`config.mk`:
```
export PLATFORM = sky130hd
export DESIGN_NAME = radio_seq
export DESIGN_NICKNAME = d
export VERILOG_FILES = /design/src/rtl/radio_seq.sv
export SDC_FILE = /design/constraint.sdc
export NUM_CORES = 1
export LEC_CHECK = 0
export BUFFER_PORTS_ARGS = -buffer_cell sky130_fd_sc_hd__buf_4
export CAP_MARGIN = 10
export CORE_UTILIZATION = 49
export CTS_BUF_LIST = sky130_fd_sc_hd__clkbuf_4
export CTS_CLUSTER_SIZE = 25
export DETAILED_ROUTE_END_ITERATION = 10
export GPL_TIMING_DRIVEN = 0
export MAX_ROUTING_LAYER = met4
export PLACE_DENSITY_LB_ADDON = 0.05
export SETUP_SLACK_MARGIN = 0.3
export SYNTH_ARGS = -nofsm -noshare
export SYNTH_HDL_FRONTEND = slang
export SYNTH_SLANG_ARGS = --single-unit
```
`constraint.sdc`:
```
create_clock -name clk -period 2.45 [get_ports clk]
set_clock_uncertainty 0.2 [all_clocks]
set_input_delay 0.1225 -clock clk [delete_from_list [all_inputs] [get_ports clk]]
set_output_delay 0.1225 -clock clk [all_outputs]
set_load 0.01 [all_outputs]
```
`src/rtl/radio_seq.sv`:
```
module radio_seq #(
  parameter int CAL_CYCLES   = 4,
  parameter int BOOST_CYCLES = 2
) (
  input  logic       clk,
  input  logic       rst_n,
  input  logic       strobe_valid,
  input  logic [5:0] strobe_code,
  input  logic [1:0] autocal_mode,
  input  logic       pll_locked,
  input  logic       tx_fifo_empty,
  input  logic       packet_done,
  output logic [7:0] state_code,
  output logic       flush_req
);

  localparam int MAXC = (CAL_CYCLES > BOOST_CYCLES) ? CAL_CYCLES : BOOST_CYCLES;
  localparam int CW   = $clog2(MAXC + 1);
  localparam logic [5:0] CMD_RST   = 6'h30;
  localparam logic [5:0] CMD_TX    = 6'h35;
  localparam logic [5:0] CMD_FLUSH = 6'h3B;
  localparam logic [1:0] CAL_ON_LEAVE = 2'b01;

  typedef enum logic [7:0] {
    S_IDLE  = 8'h01,
    S_CAL   = 8'h08,
    S_BOOST = 8'h09,
    S_LOCK  = 8'h0A,
    S_TX    = 8'h13,
    S_UFLOW = 8'h16
  } st_t;

  st_t st, nx;
  logic [CW-1:0] cnt;

  wire do_rst   = strobe_valid && (strobe_code == CMD_RST);
  wire do_tx    = strobe_valid && (strobe_code == CMD_TX);
  wire do_flush = strobe_valid && (strobe_code == CMD_FLUSH);
  wire flush_ok = do_flush && (st == S_IDLE || st == S_UFLOW);
  wire cal_end  = (cnt == CW'(CAL_CYCLES - 1));
  wire boost_end = (cnt == CW'(BOOST_CYCLES - 1));

  always_comb begin
    nx = st;
    if (do_rst) nx = S_IDLE;
    else begin
      case (st)
        S_IDLE:  if (do_tx) nx = (autocal_mode == CAL_ON_LEAVE) ? S_CAL : S_BOOST;
        S_CAL:   if (cal_end) nx = S_BOOST;
        S_BOOST: if (boost_end) nx = S_LOCK;
        S_LOCK:  if (pll_locked) nx = S_TX;
        S_TX:    if (packet_done) nx = S_IDLE;
                 else if (tx_fifo_empty) nx = S_UFLOW;
        S_UFLOW: if (flush_ok) nx = S_IDLE;
        default: nx = S_IDLE;
      endcase
    end
  end

  always_ff @(posedge clk or negedge rst_n) begin
    if (!rst_n) begin
      st        <= S_IDLE;
      cnt       <= '0;
      flush_req <= 1'b0;
    end else begin
      st        <= nx;
      flush_req <= flush_ok;
      if (nx != st) cnt <= '0;
      else if (st == S_CAL || st == S_BOOST) cnt <= cnt + 1'b1;
    end
  end

  assign state_code = st;

  AST_CAL_ENTRY: assert property (@(posedge clk) disable iff (!rst_n)
    (st == S_IDLE && do_tx && autocal_mode == CAL_ON_LEAVE) |=> state_code == 8'h08);
  AST_SKIP_CAL: assert property (@(posedge clk) disable iff (!rst_n)
    (st == S_IDLE && do_tx && autocal_mode != CAL_ON_LEAVE) |=> state_code == 8'h09);
  AST_LOCK_WAIT: assert property (@(posedge clk) disable iff (!rst_n)
    (st == S_LOCK && !pll_locked && !do_rst) |=> state_code == 8'h0A);
  AST_DONE_WINS: assert property (@(posedge clk) disable iff (!rst_n)
    (st == S_TX && packet_done) |=> state_code == 8'h01);
  AST_UFLOW_HOLD: assert property (@(posedge clk) disable iff (!rst_n)
    (st == S_UFLOW && !do_rst && !do_flush) |=> state_code == 8'h16);
  AST_FLUSH_SOURCE: assert property (@(posedge clk) disable iff (!rst_n)
    flush_req |-> ($past(state_code) == 8'h01 || $past(state_code) == 8'h16));
  AST_FLUSH_PULSE: assert property (@(posedge clk) disable iff (!rst_n)
    flush_req |=> !flush_req || $past(do_flush));
  AST_RESET_STROBE: assert property (@(posedge clk) disable iff (!rst_n)
    do_rst |=> state_code == 8'h01);

endmodule

```
Word level (Yosys, flattened, before mapping)
Index checks and enable logic that the tools add are counted.
{"block": "totals", "reg_bits": 12, "in_bits": 14, "output_inout_bits": 9, "word_cells": 36}
{"block": "op_classes", "addsub": 1, "n_eq_ne": 13, "n_mux": 12, "n_reduce_logical": 7}
{"operator": "8-bit 2-to-1 mux", "count": 8}
{"operator": "8-bit case mux with 6 select lines", "count": 1}
{"operator": "8-bit by 4-bit == test with 1-bit output (second input constant)", "count": 3}
{"operator": "6-bit == test (second input constant)", "count": 3}
{"operator": "8-bit by 5-bit == test with 1-bit output (second input constant)", "count": 2}
{"operator": "8-bit by 1-bit == test with 1-bit output (second input constant)", "count": 1}
{"operator": "8-bit != test", "count": 1}
{"operator": "3-bit 2-to-1 mux", "count": 2}
{"operator": "1-bit logical AND", "count": 4}
{"operator": "3-bit by 1-bit adder with 3-bit output (second input constant)", "count": 1}
{"operator": "3-bit by 1-bit == test with 1-bit output (second input constant)", "count": 1}
{"operator": "3-bit by 2-bit == test with 1-bit output (second input constant)", "count": 1}
{"operator": "2-bit by 1-bit == test with 1-bit output (second input constant)", "count": 1}
{"operator": "1-bit logical OR", "count": 2}
{"operator": "2-bit nonzero test", "count": 1}
{"operator": "1-bit 2-to-1 mux", "count": 1}

Longest topological paths before layout
{"block": "logic_depth", "ltp_word": 8, "ltp_mapped": 8, "ltp_nobuf": 8}

Worst setup path after synthesis
OpenSTA, ideal clock, no wires.
{"block": "synth_timing", "kind": "reg-to-reg", "from": "register st[1], in the netlist state_code[1]", "to": "register cnt[1]", "setup_time_ns": 0.105, "arrival_ns": 2.165, "required_time_ns": 2.145, "slack_ns": -0.020, "stages_incl_launch_ff": 9, "n_path_buf": 2, "period_less_slack_ns": 2.470, "path_cell_list": "dfrtp_1 -> buf_6 -> or4b_1 -> or2_1 -> buf_2 -> a211o_1 -> a31oi_1 -> o22ai_1 -> nor4b_1"}
{"block": "synth_between", "elab_chain_cells": 8, "word_cells_on_any_way": 21, "classes_between": "7 x eq/ne; 10 x mux; 4 x reduce/logical"}
{"element": "start, declared", "line_no": "33", "text": "st_t st, nx;"}
{"element": "start signal, assigned", "line_no": "66", "text": "st <= nx;"}
{"element": "8-bit by 1-bit == test with 1-bit output or 8-bit by 5-bit == test with 1-bit output (tied branches)", "line_no": "39, 47"}
{"element": "1-bit logical OR", "line_no": "39", "text": "wire flush_ok = do_flush && (st == S_IDLE || st == S_UFLOW);"}
{"element": "1-bit logical AND", "line_no": "39"}
{"element": "8-bit 2-to-1 mux", "line_no": "54", "text": "S_UFLOW: if (flush_ok) nx = S_IDLE;"}
{"element": "8-bit case mux with 6 select lines", "line_no": "47", "text": "case (st)"}
{"element": "8-bit 2-to-1 mux", "line_no": "45", "text": "if (do_rst) nx = S_IDLE;"}
{"element": "8-bit != test", "line_no": "68", "text": "if (nx != st) cnt <= '0;"}
{"element": "3-bit 2-to-1 mux or 2-bit nonzero test (tied branches)"}
{"element": "end signal, assigned", "line_no": "69", "text": "else if (st == S_CAL || st == S_BOOST) cnt <= cnt + 1'b1;"}
{"element": "end, declared", "line_no": "34", "text": "logic [CW-1:0] cnt;"}
Parallel ways exist; a longest one is shown, timed or not.
A chain may end at the register's enable or synchronous reset.

Worst setup path after layout
Ends and elaborated chain as after synthesis.

==> flow_summary.yaml <==
status:
  status: "finished, violations left"
  violations: "setup timing"
clocking:
  cts_tree: "done"
  numCtsBuffers: 3
  clock_path_buffers: 2
  cts.sinks: 12
  cts-root-buf: "clkbuf_4"
  clock_latency_ns: 0.27
  clk_pin_slew_worst_paths_ns: 0.08
  cts_htree_levels: 1
setup_path:
  arrival_ns: 2.45
  worstPathRequired_ns: 2.42
  setup.worst_path.class: "reg -> reg"
  cp-start-kind: "flop"
  worstPathMaxFanout: 3
  cp-end-kind: "flop"
global_route:
  grtUsageTotal_pct: 25.2
  grt_pass1_vias: 843
  grt_max_degree: 13
  gr-total-overflow: 0
  grt_pass1_wl_um: 3560
  antenna_found_initial: 0
pwr:
  seqPwrFrac_pct: 51.6
  ir_drop_mv: 0.295
  power_density_nw_per_um2: 318
  power_leakage_uw: 0.000565
  internal_power_uw: 295
  clockPowerShare_pct: 32.0
  p_switching_uw: 101
  switching_share_pct: 25.5
  power_frac_comb_pct: 16.4
route:
  wl_per_cell_um: 13.7
  first_pass_iters: 4
  routed_wl_um: 2260
  vias: 953
  drc_errors: 0
  drtAntennaViolNets: 0
  drt_iter0_drc: 42
  avgViaCountPerCell: 5.78
place:
  finalWeightedCongestion: 0.877
  pre_cts_ws_ns: -0.201
  dp.cells: 154
  place_area_sq_um: 1100
  portBuffers: 22
  hpwl_um: 1590
synth:
  synth.distinct_cells: 42
  netlist_instances: 105
  seq_area_frac_synth_pct: 33.8
  synthAdderAreaFrac_pct: 4.21
  yosys_warnings: 0
  synthXorXnorAreaFrac_pct: 0.982
  ys.flop_type: "dfrtp_1"
  async_flop_share_pct: 100
  synth_compound_area_share_pct: 21.0
  netlist_top_cells_area: "dfrtp_1, ha_1, nand2b_1"
  synth_top_area_cell: "dfrtp_1"
  synth-seq-cells: 12
  netlist_area_sq_um: 892
  synth_edf_count: 0
  yosys.area_share.simple_pct: 34.2
  yosys.area.top_type_share_pct: 30.9
  syn_avg_cell_area_sq_um: 8.50
  synth_top_family_by_area: "simple AND/OR/NAND/NOR gates"
  synthMuxAreaShare_pct: 0
layout:
  fin_cells: 165
  mostFrequentLayoutCell: "buf_4"
  fin_area_sq_um: 1240
  area_delta_synth_final_pct: 39.3
  final_cell_mix: "buf_4, dfrtp_1, nand2b_1, nand2_1, a21oi_1"
  drive_gt1_share_pct: 32.9
  fin_nets: 158
  fin_util_pct: 72.7
  num_antenna_cells: 0
sta:
  drv_slew: 0
  period_share_pct: 101
  fmax_mhz: 404
  rsz0062_at_grt: "yes"
  min_period_ns: 2.47
  final-setup-viol-count: 1
  worst_slack_ns: -0.0244
  hold_viol: 0
floorplanning:
  std_cell_rows: 15
  fp.dieH_um: 44.7
  start_util_pct: 52.2
  ios: 23
  core_area_sq_um: 1710
  die_w_um: 44.7
  die-area_sq_um: 2000
run:
  drv_cap: 0
hold_path:
  min_path_type: "in -> async"
-- repair_timing --
item                       in CTS  in global routing
gates resized for setup         8                  8
hold endpoints to repair       14                  0
setup buffers                   2                  1
setup endpoints to repair       5                  4
hold buffers                    4                  0
pin swaps                       6                  3
-- kinds of logic (layout without fill, tap and decap cells) --
kind of cell	Yosys count	in the layout
XOR/XNOR	1	1
flip-flops	12	12
adder cells (fa/ha/maj)	3	3
AO/OA/AOI/OAI	27	27
other	1	3
AND/OR/NAND/NOR	51	51
buffers and inverters	10	43
-- critical path, cell delays in order (launching register included) --
cell,delay (ns)
dfrtp_1,0.39
buf_6,0.12
or4b_4,0.51
or2_1,0.25
buf_6,0.11
a211o_1,0.22
a31oi_1,0.19
o22ai_2,0.14
nor4b_2,0.25
-- synthesized netlist by cell type (2+ instances only) --
| cell | number |
|---|---|
| or2_1 | 2 |
| nor2_1 | 4 |
| nor2b_1 | 4 |
| or3_1 | 3 |
| buf_2 | 2 |
| dfrtp_1 | 11 |
| o22ai_1 | 2 |
| nand3_1 | 4 |
| nand2_1 | 6 |
| a211o_1 | 4 |
| or4b_1 | 2 |
| clkbuf_1 | 3 |
| nor3_1 | 6 |
| ha_1 | 3 |
| nor4_1 | 4 |
| inv_1 | 4 |
| o21ai_0 | 3 |
| nand2b_1 | 6 |
| a21oi_1 | 6 |
| o21ai_1 | 2 |
| nor4b_1 | 2 |
| o31a_1 | 2 |
-- path summary, 6_finish.rpt --
path / cells past startpoint / slack [ns] / from / endpoint
max: 8 / -0.02 / state_code[1] / cnt[1]
min: 2 / 0.02 / rst_n / state_code[2]
max reg2reg: 8 / -0.02 / state_code[1] / cnt[1]
min reg2reg: 2 / 0.49 / cnt[0] / cnt[0]
max in group asynchronous: 2 / 1.81 / rst_n / state_code[0]
min in group clk: 3 / 0.06 / strobe_code[2] / flush_req
-- routing by layer --
layer  global-route usage, %  up-vias  wire length [um]
met2                    40.0       39              1150
met3                    4.90        2               152
li1                        -      460                 -
met4                    7.27        0                12
met1                    32.5      452               947
met5                       -        -                 0
-- per-stage QoR --
| step | hold slack [ns] | total power, uW | setup TNS, ns |
|---|---|---|---|
| after floorplan | -0.373 | 232 | 0 |
| after global placement | -0.233 | 262 | -0.263 |
| after detailed placement | -0.231 | 263 | -0.396 |
| after CTS | 0.0220 | 394 | -0.0790 |
| after global routing | 0.0293 | 412 | -0.158 |
| final | 0.0188 | 396 | -0.0244 |
-- registers in the layout (all words and copies together) (netlist names) --
| signal | cells |
|---|---|
| state_code | 8 |
| cnt | 3 |
| flush_req | 1 |
-- power by group through the flow --
stage	clock network [uW]	registers, uW	logic [uW]
finish	127	204	64.9
global route	137	205	70.7
CTS	127	204	62.5
detailed placement	0	208	55.1
global placement	0	208	54.2
floorplan	0	210	22.7
-- final cells by class --
| class | count | area (sq um) |
|---|---|---|
| flip-flops and latches | 12 | 302 |
| inverters | 4 | 15.0 |
| fillers | 150 | 465 |
| well taps | 25 | 31.3 |
| clock inverters | 1 | 3.75 |
| repair buffers | 29 | 228 |
| clock buffers | 3 | 22.5 |
| multi-input cells | 85 | 596 |
| plain buffers | 6 | 45.0 |
(Power assumes the default switching activity.)
